==> config.mk <==
export PLATFORM = sky130hd
export DESIGN_NAME = cfg_crc_engine
export DESIGN_NICKNAME = d
export VERILOG_FILES = /design/src/rtl/cfg_crc_pkg.sv /design/src/rtl/cfg_crc_reader.sv /design/src/rtl/cfg_crc_accum.sv /design/src/rtl/cfg_crc_ctrl.sv /design/src/rtl/cfg_crc_engine.sv
export SDC_FILE = /design/constraint.sdc
export NUM_CORES = 1
export LEC_CHECK = 0
export BUFFER_PORTS_ARGS = -buffer_cell sky130_fd_sc_hd__buf_2
export CORE_UTILIZATION = 35
export DETAILED_ROUTE_END_ITERATION = 10
export SLEW_MARGIN = 5
export SYNTH_ARGS = -nofsm -noshare
export SYNTH_HDL_FRONTEND = slang
export SYNTH_SLANG_ARGS = --single-unit
==> constraint.sdc <==
create_clock -name clk -period 1.8 [get_ports clk]
set_clock_uncertainty 0.1 [all_clocks]
set_input_delay 0.09 -clock clk [delete_from_list [all_inputs] [get_ports clk]]
set_output_delay 0.09 -clock clk [all_outputs]
set_load 0.03 [all_outputs]
==> src/rtl/cfg_crc_pkg.sv <==
// Shared types and the fold step for the check-word engine.
// Assumes 8-bit memory bytes and a 16-bit check word.
package cfg_crc_pkg;

    localparam logic [15:0] CRC_SEED = 16'hFFFF;

    typedef enum logic [2:0] {
        ST_IDLE,
        ST_FETCH,
        ST_TAIL,
        ST_WR_HI,
        ST_WR_LO,
        ST_FINISH
    } ctl_state_e;

    // One nibble-folding step of the check word.
    function automatic logic [15:0] crc_fold(input logic [15:0] acc, input logic [15:0] word);
        logic [15:0] mix;
        logic [15:0] lo;
        logic [15:0] hi;
        mix = acc ^ word;
        lo  = {12'h000, mix[3:0]};
        hi  = {12'h000, mix[7:4] ^ mix[3:0]};
        return {8'h00, acc[15:8]} ^ (lo << 3) ^ (lo << 8) ^ hi ^ (hi << 7) ^ (hi << 12);
    endfunction

endpackage

==> src/rtl/cfg_crc_reader.sv <==
// Read issuer: after launch, issues one read per cycle for nbytes
// consecutive addresses starting at base_addr (wrapping).
// Assumes launch only arrives while no reads are outstanding.
module cfg_crc_reader #(
    parameter int ADDR_W = 13,
    parameter int CNT_W  = 13
) (
    input  logic              clk,
    input  logic              rst_n,
    input  logic              launch,
    input  logic [ADDR_W-1:0] base_addr,
    input  logic [CNT_W-1:0]  nbytes,
    output logic              rd_en,
    output logic [ADDR_W-1:0] rd_addr
);

    logic [CNT_W-1:0]  left_q;
    logic [ADDR_W-1:0] addr_q;

    // Track remaining reads and the next address.
    always_ff @(posedge clk) begin
        if (!rst_n) begin
            left_q <= '0;
            addr_q <= '0;
        end else if (launch) begin
            left_q <= nbytes;
            addr_q <= base_addr;
        end else if (left_q != '0) begin
            left_q <= left_q - 1'b1;
            addr_q <= addr_q + 1'b1;
        end
    end

    assign rd_en   = (left_q != '0);
    assign rd_addr = addr_q;

endmodule

==> src/rtl/cfg_crc_accum.sv <==
// Accumulator: receives bytes one cycle after each read, keeps the
// previous byte, folds each overlapping big-endian word and the optional
// padded tail into the check word. Flags the last expected byte.
// Assumes nbytes is stable and non-zero while bytes arrive.
module cfg_crc_accum #(
    parameter int CNT_W = 13
) (
    input  logic             clk,
    input  logic             rst_n,
    input  logic             clear,
    input  logic [CNT_W-1:0] nbytes,
    input  logic             rd_issue,
    input  logic [7:0]       rd_data,
    input  logic             tail_en,
    output logic [15:0]      crc,
    output logic             last_byte
);
    import cfg_crc_pkg::*;

    logic             valid_q;
    logic [CNT_W-1:0] idx_q;
    logic [7:0]       prev_q;
    logic [15:0]      crc_q;

    // Align the data-valid flag with the one-cycle read latency.
    always_ff @(posedge clk) begin
        if (!rst_n) valid_q <= 1'b0;
        else        valid_q <= rd_issue;
    end

    // Count received bytes and hold the latest one.
    always_ff @(posedge clk) begin
        if (!rst_n) begin
            idx_q  <= '0;
            prev_q <= '0;
        end else if (clear) begin
            idx_q  <= '0;
        end else if (valid_q) begin
            idx_q  <= idx_q + 1'b1;
            prev_q <= rd_data;
        end
    end

    // Fold words and the padded tail into the check word.
    always_ff @(posedge clk) begin
        if (!rst_n || clear) begin
            crc_q <= CRC_SEED;
        end else if (tail_en) begin
            crc_q <= crc_fold(crc_q, {prev_q, 8'h00});
        end else if (valid_q && idx_q != '0) begin
            crc_q <= crc_fold(crc_q, {prev_q, rd_data});
        end
    end

    assign crc       = crc_q;
    assign last_byte = valid_q && (idx_q == nbytes - 1'b1);

endmodule

==> src/rtl/cfg_crc_ctrl.sv <==
// Sequencer: accepts a start while idle, waits for the last byte,
// adds the tail step for odd counts, then steps through the two
// write cycles and the done cycle.
// Assumes last_byte arrives exactly once per non-zero fetch.
module cfg_crc_ctrl (
    input  logic clk,
    input  logic rst_n,
    input  logic start,
    input  logic zero_count,
    input  logic odd_count,
    input  logic last_byte,
    output logic accept,
    output logic tail_en,
    output logic wr_hi,
    output logic wr_lo,
    output logic done,
    output logic busy
);
    import cfg_crc_pkg::*;

    ctl_state_e state_q, state_d;

    // Next-state selection.
    always_comb begin
        state_d = state_q;
        unique case (state_q)
            ST_IDLE:   if (start) state_d = zero_count ? ST_WR_HI : ST_FETCH;
            ST_FETCH:  if (last_byte) state_d = odd_count ? ST_TAIL : ST_WR_HI;
            ST_TAIL:   state_d = ST_WR_HI;
            ST_WR_HI:  state_d = ST_WR_LO;
            ST_WR_LO:  state_d = ST_FINISH;
            ST_FINISH: state_d = ST_IDLE;
            default:   state_d = ST_IDLE;
        endcase
    end

    // State register.
    always_ff @(posedge clk) begin
        if (!rst_n) state_q <= ST_IDLE;
        else        state_q <= state_d;
    end

    assign accept  = (state_q == ST_IDLE) && start;
    assign tail_en = (state_q == ST_TAIL);
    assign wr_hi   = (state_q == ST_WR_HI);
    assign wr_lo   = (state_q == ST_WR_LO);
    assign done    = (state_q == ST_FINISH);
    assign busy    = (state_q != ST_IDLE);

endmodule

==> src/rtl/cfg_crc_engine.sv <==
// Top: computes the 16-bit check word over a memory region and writes
// it back high byte first. Assumes a synchronous byte memory with one
// cycle of read latency and that writes never collide with reads.
module cfg_crc_engine #(
    parameter int ADDR_W = 13,
    parameter int CNT_W  = 13
) (
    input  logic              clk,
    input  logic              rst_n,
    input  logic              start,
    input  logic [ADDR_W-1:0] start_addr,
    input  logic [CNT_W-1:0]  byte_count,
    input  logic [ADDR_W-1:0] dest_addr,
    output logic              busy,
    output logic              done,
    output logic              mem_rd_en,
    output logic [ADDR_W-1:0] mem_rd_addr,
    input  logic [7:0]        mem_rd_data,
    output logic              mem_wr_en,
    output logic [ADDR_W-1:0] mem_wr_addr,
    output logic [7:0]        mem_wr_data
);

    logic              accept, tail_en, wr_hi, wr_lo, last_byte;
    logic              zero_count;
    logic [CNT_W-1:0]  need_reads;
    logic [CNT_W-1:0]  nbytes_q;
    logic              odd_q;
    logic [ADDR_W-1:0] dest_q;
    logic [15:0]       crc;

    // Reads needed: none for zero, else the count with bit 0 set.
    assign zero_count = (byte_count == '0);
    assign need_reads = zero_count ? '0 : (byte_count | {{(CNT_W-1){1'b0}}, 1'b1});

    // Capture the job parameters on an accepted start.
    always_ff @(posedge clk) begin
        if (!rst_n) begin
            nbytes_q <= '0;
            odd_q    <= 1'b0;
            dest_q   <= '0;
        end else if (accept) begin
            nbytes_q <= need_reads;
            odd_q    <= byte_count[0];
            dest_q   <= dest_addr;
        end
    end

    cfg_crc_ctrl u_ctrl (
        .clk        (clk),
        .rst_n      (rst_n),
        .start      (start),
        .zero_count (zero_count),
        .odd_count  (odd_q),
        .last_byte  (last_byte),
        .accept     (accept),
        .tail_en    (tail_en),
        .wr_hi      (wr_hi),
        .wr_lo      (wr_lo),
        .done       (done),
        .busy       (busy)
    );

    cfg_crc_reader #(.ADDR_W(ADDR_W), .CNT_W(CNT_W)) u_reader (
        .clk       (clk),
        .rst_n     (rst_n),
        .launch    (accept),
        .base_addr (start_addr),
        .nbytes    (need_reads),
        .rd_en     (mem_rd_en),
        .rd_addr   (mem_rd_addr)
    );

    cfg_crc_accum #(.CNT_W(CNT_W)) u_accum (
        .clk       (clk),
        .rst_n     (rst_n),
        .clear     (accept),
        .nbytes    (nbytes_q),
        .rd_issue  (mem_rd_en),
        .rd_data   (mem_rd_data),
        .tail_en   (tail_en),
        .crc       (crc),
        .last_byte (last_byte)
    );

    // Write-back: high byte at dest, then low byte at dest+1.
    assign mem_wr_en   = wr_hi | wr_lo;
    assign mem_wr_addr = wr_lo ? dest_q + 1'b1 : dest_q;
    assign mem_wr_data = wr_lo ? crc[7:0] : crc[15:8];

endmodule

==> impl_metrics.toml <==
[min_path]
min_from = "byte_count[1]"
hp-class = "input pin to flip-flop"
whs_endpoint = "nbytes_q[1]"
min_path_cells = 3

[clocking]
clk_pin_slew_ps = 60
h-tree-depth = 3
tritoncts = "built"
root_buffer = "clkbuf_16"
cts_buffers = 9
insertion_delay_ps = 340
clock-sinks = 86
clock_path_buffers = 2

[power]
p_seq_share_pct = 31.5
clock_power_share_pct = 23.9
power.density_mw_per_mm2 = 1060
vdd_drop_max_v = 0.000625
p_int_mw = 4.93
switching_share_pct = 35.7
power.net_switching_mw = 2.73
power.leakage_nw = 3.12
power_frac_comb_pct = 44.6

[worst_setup_path]
path_class = "flip-flop to output pin"
cp-end-kind = "output pin"
crit_top_cell = "buf_6"
path_buf_inv = 3
critical_path_arrival_ps = 1940
r2r_end = "u_ctrl.state_q[0]"
path_cells = "nor3b_4 -> buf_6 -> nand4_1 -> buf_6 -> nor2_4 -> xor2_1 -> buf_4"
r2r_slack_ps = -190
critPathSlowestCell = "dfxtp_2"
critical_path_peak_fanout = 3
crit_cells = 7
max_stage_delay_ps = 340
start_kind = "flip-flop"
worstRegToRegCells = 6
r2r_start = "nbytes_q[0]"
required_ps = 1610
crit_family = "buffers and inverters"

[grt]
grt_pass1_wl_um = 22900
grt_overflow_total = 0
groute.layer.met3.usage_pct = 2.71
grt_max_degree = 51
grt-busiest-layer = "met2"
met2_usage_pct = 34.6
antenna_found_initial = 0
met1_usage_pct = 25.3
grt.total_usage_pct = 20.4
grt_pass1_vias = 4692

[sta]
setup_viol = 49
fmax_mhz = 469
slew_viol_final = 0
fin_crit_ps = 2130
slew_headroom_pct = 70.7
setup_ws_ps = -331
setup_tns_ps = -6560
finalHoldViolations = 0
finalCritPeriodShare_pct = 118
rsz0062_at_grt = "yes"
worst_slew_pin_slew_ps = 437

[logic_synthesis]
synth_top_area_cell = "dfxtp_1"
synth_common_cells = "86 x dfxtp_1, 74 x nand2_1, 49 x xnor2_1, 41 x nor2_1, 39 x a21oi_1"
synth.area.top_cells = "dfxtp_1 35%, xnor2_1 8.8%, xor2_1 6.7%, nand2_1 5.7%, a21oi_1 4.0%"
async_flop_share_pct = 0
synth_top_family_by_area = "simple AND/OR/NAND/NOR gates"
synth-xor-area-share_pct = 19.2
synth_ff_type = "dfxtp_1"
syn_inst = 562
seq_area_frac_synth_pct = 35.4
synth_most_common_cell = "dfxtp_1"
netlist.area_leader.share_pct = 35.4
synth_compound_area_share_pct = 16.0
yosys_warnings = 0
synthesis.area_sq_mm = 0.00486
synth.distinct_cells = 61
synthAdderAreaFrac_pct = 1.55
synth_edf_count = 0
synthSimpleGateAreaFrac_pct = 20.3
synth_mux_area_share_pct = 4.15
synth_seq_cells = 86
syn_area_per_cell_sq_um = 8.64
synth_fp_nets = 618

[placed_design]
dp_hpwl_um = 9930
dp.cells = 869
dpl-instance-area_sq_mm = 0.00609
gp_congestion = 0.856
dp_worst_setup_slack_ps = -176
io_buffers = 87

[cells_and_area]
nets = 812
fin_area_sq_mm = 0.00725
final_cells = 936
drive_above_1_share_pct = 35.7
syn_to_final_growth_pct = 49.2
final_core_util_pct = 54.1
multi_input_area_sq_mm = 0.00335
nFillCells = 1200
regArea_sq_mm = 0.00174

[drt]
drc = 0
drtIter0Drc = 226
finalWirelength_um = 14400
wire_per_inst_um = 15.3
firstDrtPassIters = 5
ant_nets = 0
avgViaCountPerCell = 5.07
vias = 4747

[floorplanning]
die_height_um = 120
start_util_pct = 36.3
rows = 42
ios = 88
dieArea_sq_mm = 0.0144
core_sq_mm = 0.0134
chipWidth_um = 120

[job]
cap_violations = 0

[outcome]
failed_checks = "setup timing"
status = "finished with violations"
## cell families after synthesis
kind of cell / count (synthesis)
flip-flops: 86
XOR/XNOR: 94
buffers and inverters: 42
AND/OR/NAND/NOR: 197
multiplexers: 19
adder cells (fa/ha/maj): 6
AO/OA/AOI/OAI: 118
## cell type report
type,count,area share [%]
Clock buffer,10,3.16
Antenna cell,1,0.0345
Inverter,12,0.621
Clock inverter,4,0.690
Sequential cell,86,24.0
Multi-Input combinational cell,435,46.2
Timing Repair Buffer,212,22.3
Tap cell,176,3.04
## power by group through the flow
stage	clock network [mW]	logic [mW]	registers, mW
after floorplan	0	1.81	2.53
after global placement	0	2.80	2.41
after detailed placement	0	2.85	2.43
after CTS	1.86	3.24	2.40
after global routing	1.93	3.67	2.45
final	1.83	3.41	2.42
## worst min-delay path: stages
cell    delay [ps]
buf_2          110
and2_1         190
a21o_1         100
## placed cells by master (no fill, tap or decap), drive strengths merged, types with 3 or more instances in the layout
master / synthesis / routed
nand3: 13 / 13
inv: 12 / 12
o211ai: 12 / 12
nand4: 10 / 10
dfxtp: 86 / 86
a21oi: 40 / 40
xor2: 37 / 37
nor3: 11 / 11
nor3b: 3 / 3
and3: 8 / 8
a21o: 4 / 4
or2: 2 / 3
nand2: 75 / 75
o31ai: 3 / 3
buf: 5 / 174
mux2i: 10 / 10
a22o: 8 / 8
a211oi: 9 / 9
nor2: 42 / 42
clkbuf: 25 / 10
o2111ai: 5 / 5
dlygate4sd3: 0 / 38
xnor2: 49 / 49
nor4: 8 / 8
xnor3: 8 / 8
or3: 5 / 5
or4: 4 / 4
mux2: 9 / 9
o21ai: 21 / 21
ha: 6 / 6
and2: 4 / 4
and4: 3 / 3
## registers in the layout, indices dropped and copies added (netlist names)
name and cells:
u_accum.valid_q 1, u_reader.left_q 13, nbytes_q 13, u_accum.idx_q 13
u_accum.crc 16, u_ctrl.state_q 3, u_reader.rd_addr 13, dest_q 13
odd_q 1
## worst max-delay path by stage
| stage | from | slack [ps] | endpoint |
|---|---|---|---|
| after floorplan | nbytes_q[5] | -70 | u_ctrl.state_q[0] |
| after global placement | nbytes_q[1] | -130 | u_ctrl.state_q[0] |
| after detailed placement | nbytes_q[1] | -180 | u_ctrl.state_q[0] |
| after CTS | u_ctrl.state_q[1] | -290 | mem_wr_addr[7] |
| after global routing | u_ctrl.state_q[0] | -380 | mem_wr_addr[8] |
| final | u_ctrl.state_q[0] | -330 | mem_wr_addr[8] |
## stage by stage
step | hold slack (ps) | total power, mW
after floorplan | 116 | 4.34
after global placement | 232 | 5.21
after detailed placement | 239 | 5.28
after CTS | 63.6 | 7.51
after global routing | 86.6 | 8.05
final | 77.9 | 7.66
## timing repair
| action | 4_1_cts | 5_1_grt |
|---|---|---|
| gates resized for setup | 67 | 34 |
| hold buffers | 38 | 0 |
| endpoints found under the setup margin | 59 | 73 |
| setup buffers | 7 | 7 |
| gates cloned | 2 | 0 |
| hold endpoints to repair | 48 | 0 |
| pin swaps | 28 | 23 |
## routing by layer
| layer | share of wire (%) | vias to the layer above |
|---|---|---|
| met3 | 2.6 | 25 |
| met1 | 45 | 2255 |
| li1 | - | 2384 |
| met4 | 2.6 | 0 |
| met5 | 0 | - |
| met2 | 50 | 83 |
No activity file was read; power rests on OpenSTA's default activity.
